<file path="config.mk">
export PLATFORM = sky130hd
export DESIGN_NAME = evup_cell
export DESIGN_NICKNAME = d
export VERILOG_FILES = /design/src/rtl/evup_pkg.sv /design/src/rtl/evup_ctl.sv /design/src/rtl/evup_dp.sv /design/src/rtl/evup_cell.sv
export SDC_FILE = /design/constraint.sdc
export NUM_CORES = 1
export LEC_CHECK = 0
export BUFFER_PORTS_ARGS = -buffer_cell sky130_fd_sc_hd__buf_2
export CAP_MARGIN = 15
export CORE_ASPECT_RATIO = 1.75
export CORE_MARGIN = 2
export CORE_UTILIZATION = 52
export CTS_CLUSTER_SIZE = 14
export DETAILED_ROUTE_END_ITERATION = 8
export PLACE_DENSITY_LB_ADDON = 0.3
export SYNTH_ARGS = -nofsm -noshare
export SYNTH_HDL_FRONTEND = slang
export SYNTH_SLANG_ARGS = --single-unit
</file>
<file path="constraint.sdc">
create_clock -name clk -period 1.5 [get_ports clk]
set_input_delay 0.3 -clock clk [delete_from_list [all_inputs] [get_ports clk]]
set_output_delay 0.3 -clock clk [all_outputs]
set_load 0.01 [all_outputs]
</file>
<file path="src/rtl/evup_pkg.sv">
package evup_pkg;
  // Upper bound on drivers sharing one update register
  parameter int DRV_MAX = 8;
  localparam int IDX_W = $clog2(DRV_MAX);

  // Strobes passed from control to datapath
  typedef struct packed {
    logic             updAny;  // some driver commits this edge
    logic [IDX_W-1:0] updIdx;  // winning driver
  } evupStrobes_t;
endpackage

</file>
<file path="src/rtl/evup_ctl.sv">
module evup_ctl
  import evup_pkg::*;
#(
  parameter int NDRV  = 3,
  parameter int NSENS = 2
) (
  input  logic                  clk,
  input  logic                  rstN,
  input  logic [NDRV*NSENS-1:0] sensEvt,
  input  logic [NDRV-1:0]       nonBlk,
  input  logic                  stepDone,
  output logic [NDRV-1:0]       evalEn,
  output evupStrobes_t          strb
);
  logic [NDRV-1:0] pendBlk;
  logic [NDRV-1:0] pendNb;
  logic [NDRV-1:0] updTrig;
  logic [NDRV-1:0] nbEval;

  // Evaluate trigger: any sensitivity event of the driver
  for (genvar g = 0; g < NDRV; g++) begin : g_trig
    assign evalEn[g] = |sensEvt[g*NSENS +: NSENS];
  end

  assign nbEval = evalEn & nonBlk;

  always_ff @(posedge clk) begin
    if (!rstN) begin
      pendBlk <= '0;
      pendNb  <= '0;
    end else begin
      pendBlk <= evalEn & ~nonBlk;
      if (stepDone) pendNb <= nbEval;
      else          pendNb <= pendNb | nbEval;
    end
  end

  assign updTrig = pendBlk | (pendNb & {NDRV{stepDone}});

  // Fixed priority: lowest index wins a race
  always_comb begin
    strb.updAny = |updTrig;
    strb.updIdx = '0;
    for (int i = NDRV - 1; i >= 0; i--) begin
      if (updTrig[i]) strb.updIdx = IDX_W'(i);
    end
  end

  for (genvar g = 0; g < NDRV; g++) begin : g_chk

    blkNext_chk: assert property (@(posedge clk) disable iff (!rstN)
      (evalEn[g] && !nonBlk[g]) |=> strb.updAny);
  end


  nbHold_chk: assert property (@(posedge clk) disable iff (!rstN)
    (!(|(evalEn & ~nonBlk)) ##1 !stepDone) |-> !strb.updAny);
endmodule

</file>
<file path="src/rtl/evup_dp.sv">
module evup_dp
  import evup_pkg::*;
#(
  parameter int WIDTH = 8,
  parameter int NDRV  = 3
) (
  input  logic                  clk,
  input  logic                  rstN,
  input  logic [NDRV*WIDTH-1:0] rhsVal,
  input  logic [NDRV-1:0]       evalEn,
  input  evupStrobes_t          strb,
  output logic [WIDTH-1:0]      lhsVal,
  output logic                  lhsEvt
);
  logic [WIDTH-1:0] evalReg [NDRV];
  logic [WIDTH-1:0] selVal;
  logic [WIDTH-1:0] updReg;
  logic [WIDTH-1:0] lhsPrev;

  // Evaluate registers, one per driver
  for (genvar g = 0; g < NDRV; g++) begin : g_eval
    always_ff @(posedge clk) begin
      if (!rstN)          evalReg[g] <= '0;
      else if (evalEn[g]) evalReg[g] <= rhsVal[g*WIDTH +: WIDTH];
    end
  end

  always_comb begin
    selVal = '0;
    for (int i = 0; i < NDRV; i++) begin
      if (strb.updIdx == IDX_W'(i)) selVal = evalReg[i];
    end
  end

  // Shared update register and change detector
  always_ff @(posedge clk) begin
    if (!rstN) begin
      updReg  <= '0;
      lhsPrev <= '0;
    end else begin
      if (strb.updAny) updReg <= selVal;
      lhsPrev <= updReg;
    end
  end

  assign lhsVal = updReg;
  assign lhsEvt = |(updReg ^ lhsPrev);


  updLoad_chk: assert property (@(posedge clk) disable iff (!rstN)
    strb.updAny |=> (lhsVal == $past(selVal)));


  idleNoEvt_chk: assert property (@(posedge clk) disable iff (!rstN)
    !strb.updAny |=> !lhsEvt);
endmodule

</file>
<file path="src/rtl/evup_cell.sv">
module evup_cell
  import evup_pkg::*;
#(
  parameter int WIDTH = 8,
  parameter int NDRV  = 3,
  parameter int NSENS = 2
) (
  input  logic                  clk,
  input  logic                  rstN,
  input  logic [NDRV*NSENS-1:0] sensEvt,
  input  logic [NDRV*WIDTH-1:0] rhsVal,
  input  logic [NDRV-1:0]       nonBlk,
  input  logic                  stepDone,
  output logic [WIDTH-1:0]      lhsVal,
  output logic                  lhsEvt
);
  logic [NDRV-1:0] evalEn;
  evupStrobes_t    strb;

  evup_ctl #(.NDRV(NDRV), .NSENS(NSENS)) u_ctl (
    .clk(clk), .rstN(rstN), .sensEvt(sensEvt), .nonBlk(nonBlk),
    .stepDone(stepDone), .evalEn(evalEn), .strb(strb)
  );

  evup_dp #(.WIDTH(WIDTH), .NDRV(NDRV)) u_dp (
    .clk(clk), .rstN(rstN), .rhsVal(rhsVal), .evalEn(evalEn),
    .strb(strb), .lhsVal(lhsVal), .lhsEvt(lhsEvt)
  );


  rstQuiet_chk: assert property (@(posedge clk)
    !rstN |=> (lhsVal == '0 && !lhsEvt));
endmodule

</file>
==> results_tabular.tex <==
\begin{tabular}{lr}
\hline
Metric & Value \\
\hline
\multicolumn{2}{l}{\textbf{Run status}} \\
Run status & finished with violations \\
Violations in the final reports & negative setup slack \\
\multicolumn{2}{l}{\textbf{Logic synthesis}} \\
Flip-flop and latch count after synthesis & 46 \\
Cell count after synthesis & 160 \\
Post-synth cell types & 27 \\
Seq/Total Area, Yosys & 0.612 \\
Syn\_nets & around 200 \\
Cell area after technology mapping & 1900 µm² \\
Synth Area per Inst & $\sim$12 µm² \\
Yosys warning count & 0 \\
\multicolumn{2}{l}{\textbf{Pwr}} \\
Maximum vdd ir drop & 1080 µV \\
Power per unit of standard cell area & around 1200 nW/µm² \\
Leak pwr & about 1.0 nW \\
Total Power Consumption & about 2.7 mW \\
\multicolumn{2}{l}{\textbf{STA}} \\
Number of endpoints with negative hold slack in the final report & 0 \\
Transition at the pin with the smallest max-transition slack & $\sim$0.44 ns \\
Final setup violation count & 1 \\
Minimum clock period & between 1.5 and 2 ns \\
Worst relative slew slack & 0.702 \\
Post-route worst setup slack & -0.113 ns \\
Max Clock Freq & approximately 0.62 GHz \\
Share of the clock period used by the worst path & 1.08 \\
Max-slew violation count & 0 \\
Worst Skew & a little under 0.008 ns \\
Unrepaired setup endpoints after global routing & true \\
\multicolumn{2}{l}{\textbf{Cells and area}} \\
Net total in the final layout & 250 \\
Final Util & 0.651 \\
Number of fill cells in the layout & 300 \\
Area overhead of the layout relative to synthesis & 22.0\% \\
Layout Cell Area excl Fill & approximately 2300 µm² \\
Antenna Diode Count & 0 \\
Layout cells sized above 1 & 0.340 \\
FF+latch area & roughly 1200 µm² \\
Final Non-Filler Cells & $\sim$260 \\
Area occupied by multi-input gates & 723 µm² \\
\multicolumn{2}{l}{\textbf{Detailed routing}} \\
Routed Wire Length & between 3000 and 4000 µm \\
Wire length on met3 & around 150 µm \\
Wire length the detailed router placed on met1 & around 1300 µm \\
DRC viols & 0 \\
Antenna Nets Post-Route & 0 \\
Highest metal layer used by the detailed router & met4 \\
DR pass1 iterations & 4 \\
Overall via count from detail\_route & around 1.4k \\
Average detailed-routed wire length per instance & approximately 14 µm \\
Detailed-routed wire length on met2 & 2150 µm \\
Vias per std cell & 5.21 \\
Iteration-0 DRC count of the detailed router & 23 \\
\multicolumn{2}{l}{\textbf{CTS}} \\
Clock latency on the worst-skew pair & approximately 0.30 ns \\
Number of CTS-inserted buffers & 5 \\
Number of buffers between clock root and the deepest sink & 2 \\
Clock tree sinks & between 40 and 50 \\
Root buf cell & sky130\_fd\_sc\_hd\_\_clkbuf\_8 \\
Clock-pin slew of the registers on the worst-case setup and hold paths & $\sim$0.080 ns \\
CTS HTree Levels & 2 \\
Clock tree from TritonCTS & built \\
\multicolumn{2}{l}{\textbf{Floorplanning}} \\
Area of the die & $\sim$4200 µm² \\
Number of cell rows & 29 \\
Overall die height & about 84 µm \\
Initial Utilization & 0.533 \\
Top Ports & 45 \\
Core Region & about 3600 µm² \\
Chip Width & 49.7 µm \\
\multicolumn{2}{l}{\textbf{Global route}} \\
Number of antenna violations at the first check in global routing & 0 \\
First-pass GRT wire length & around 6200 µm \\
Vias in the first global route & 1354 \\
Global route total overflow & 0 \\
Overall fraction of global-route tracks in use & 0.203 \\
Maximum number of pins on one net before global-route repair & 15 \\
\multicolumn{2}{l}{\textbf{Critical path}} \\
Required time of the worst setup path & between 1 and 1.5 ns \\
Critical Path Source Type & register \\
Critical path start-end classification & register to output port \\
Highest fanout seen on the critical path & 2 \\
Capturing element type of the critical path & output port \\
Arrival time of the worst setup path & between 1 and 1.5 ns \\
\multicolumn{2}{l}{\textbf{Flow run}} \\
Count of max-cap constraint violations & 0 \\
\multicolumn{2}{l}{\textbf{Placement}} \\
Routability cong. & 0.752 \\
Cell count after placement & about 250 \\
Count of buffers from port buffering & 44 \\
Detailed placer's ending HPWL & 2930 µm \\
Placed Instance Area & about 2200 µm² \\
Worst setup slack after placement & around 0.084 ns \\
\multicolumn{2}{l}{\textbf{Hold path}} \\
Class of the tightest hold or removal check & input pin to register \\
\hline
\end{tabular}
-- metal layers --
metal,vias to the layer above,global-route usage
li1,678,-
met1,630,0.204
met2,41,0.371
met3,12,0.0430
met4,0,0.114
met5,-,0
-- timing repair --
item,4_1_cts,5_1_grt
hold buffers,0,0
gates cloned,0,0
resized for setup,3,2
pin swaps,2,2
setup endpoints to repair,1,1
setup buffers,2,0
-- cells in the mapped netlist --
library cell                instances  area (µm²)
sky130_fd_sc_hd__and3_2             4        30.0
sky130_fd_sc_hd__o21ai_1            5        25.0
sky130_fd_sc_hd__nand3b_4           1        20.0
sky130_fd_sc_hd__nand2_1            6        22.5
sky130_fd_sc_hd__buf_6              1        11.3
sky130_fd_sc_hd__nor4_1             2        12.5
sky130_fd_sc_hd__o2bb2ai_1          7        61.3
sky130_fd_sc_hd__a31oi_2            1        12.5
sky130_fd_sc_hd__buf_1              1        3.75
sky130_fd_sc_hd__edfxtp_1          24         721
sky130_fd_sc_hd__inv_1              1        3.75
sky130_fd_sc_hd__nand3_1            8        40.0
sky130_fd_sc_hd__nor3_1             3        15.0
sky130_fd_sc_hd__o21ai_0           11        55.1
sky130_fd_sc_hd__and3_1             3        18.8
sky130_fd_sc_hd__dfxtp_1           22         440
sky130_fd_sc_hd__nor2_1             8        30.0
sky130_fd_sc_hd__mux2_2             1        11.3
sky130_fd_sc_hd__a21oi_1            1        5.00
sky130_fd_sc_hd__nor2_4             1        11.3
sky130_fd_sc_hd__xor2_1             8        70.1
sky130_fd_sc_hd__a21oi_2            2        17.5
sky130_fd_sc_hd__and2_1            32         200
sky130_fd_sc_hd__a21o_2             2        17.5
sky130_fd_sc_hd__o21ai_2            1        8.76
sky130_fd_sc_hd__a22o_1             3        26.3
sky130_fd_sc_hd__a31oi_1            1        6.26
-- cells in the final DEF (no fill, tap or decap), types with 5 or more instances in the layout --
cell | netlist | final
sky130_fd_sc_hd__nand3_1 | 8 | 8
sky130_fd_sc_hd__o21ai_1 | 5 | 5
sky130_fd_sc_hd__nor2_1 | 8 | 8
sky130_fd_sc_hd__and2_1 | 32 | 32
sky130_fd_sc_hd__o2bb2ai_1 | 7 | 7
sky130_fd_sc_hd__nand2_1 | 6 | 6
sky130_fd_sc_hd__buf_4 | 0 | 5
sky130_fd_sc_hd__o21ai_0 | 11 | 11
sky130_fd_sc_hd__buf_2 | 0 | 44
sky130_fd_sc_hd__edfxtp_1 | 24 | 24
sky130_fd_sc_hd__dfxtp_1 | 22 | 18
sky130_fd_sc_hd__xor2_1 | 8 | 8
sky130_fd_sc_hd__clkbuf_8 | 0 | 5
-- worst paths after layout --
kind / from / endpoint / slack [ns] / depth (start not counted)
setup reg to reg: u_ctl.pendNb[0] / u_dp.lhsVal[1] / 0.22 / 4
hold / removal: nonBlk[0] / u_ctl.pendBlk[0] / 0.18 / 2
hold reg to reg: u_dp.lhsVal[2] / u_dp.lhsVal[2] / 0.49 / 1
setup / recovery: u_dp.lhsVal[7] / lhsEvt / -0.11 / 4
-- through the flow --
stage                     TNS [ns]  hold WS [ns]
final                       -0.113         0.180
after global routing        -0.182         0.168
after CTS                   -0.130         0.177
after detailed placement         0         0.493
after global placement           0         0.483
after floorplan                  0         0.377
-- logic make-up (layout without fill, tap and decap cells) --
family,after synthesis,in the layout,synth area share
buffers and inverters,3,58,0.00989
muxes,1,1,0.00594
and+or+nand+nor,68,68,0.211
xor gates and xnor gates,8,8,0.0369
AOI/OAI and AO/OA,34,34,0.124
DFF,46,46,0.612
-- critical path, cell delays in order (launching register included) --
cell	delay (ns)
sky130_fd_sc_hd__dfxtp_2	0.33
sky130_fd_sc_hd__xor2_1	0.16
sky130_fd_sc_hd__nor4_2	0.30
sky130_fd_sc_hd__nand2_1	0.09
sky130_fd_sc_hd__buf_2	0.14
-- report_power, final --
group / switching (mW) / internal, mW
Sequential: 0.0616 / 1.43
Combinational: 0.189 / 0.184
Clock: 0.375 / 0.498
Total: 0.626 / 2.12
-- final cells by class --
type | instances | area share
tap | 46 | 0.0249
multi-input combinational | 111 | 0.312
clock buffer | 7 | 0.0330
clock inverter | 1 | 0.0130
timing repair buffer | 49 | 0.111
inverter | 1 | 0.00162
sequential | 46 | 0.504
-- flip-flops by register name, summed over array words and instances (netlist names) --
| register | cells |
|---|---|
| u_dp.lhsVal | 8 |
| u_dp.lhsPrev | 8 |
| u_ctl.pendNb | 3 |
| u_ctl.pendBlk | 3 |
| u_dp.evalReg | 24 |
Note: power is estimated with default switching activity, not from simulation.
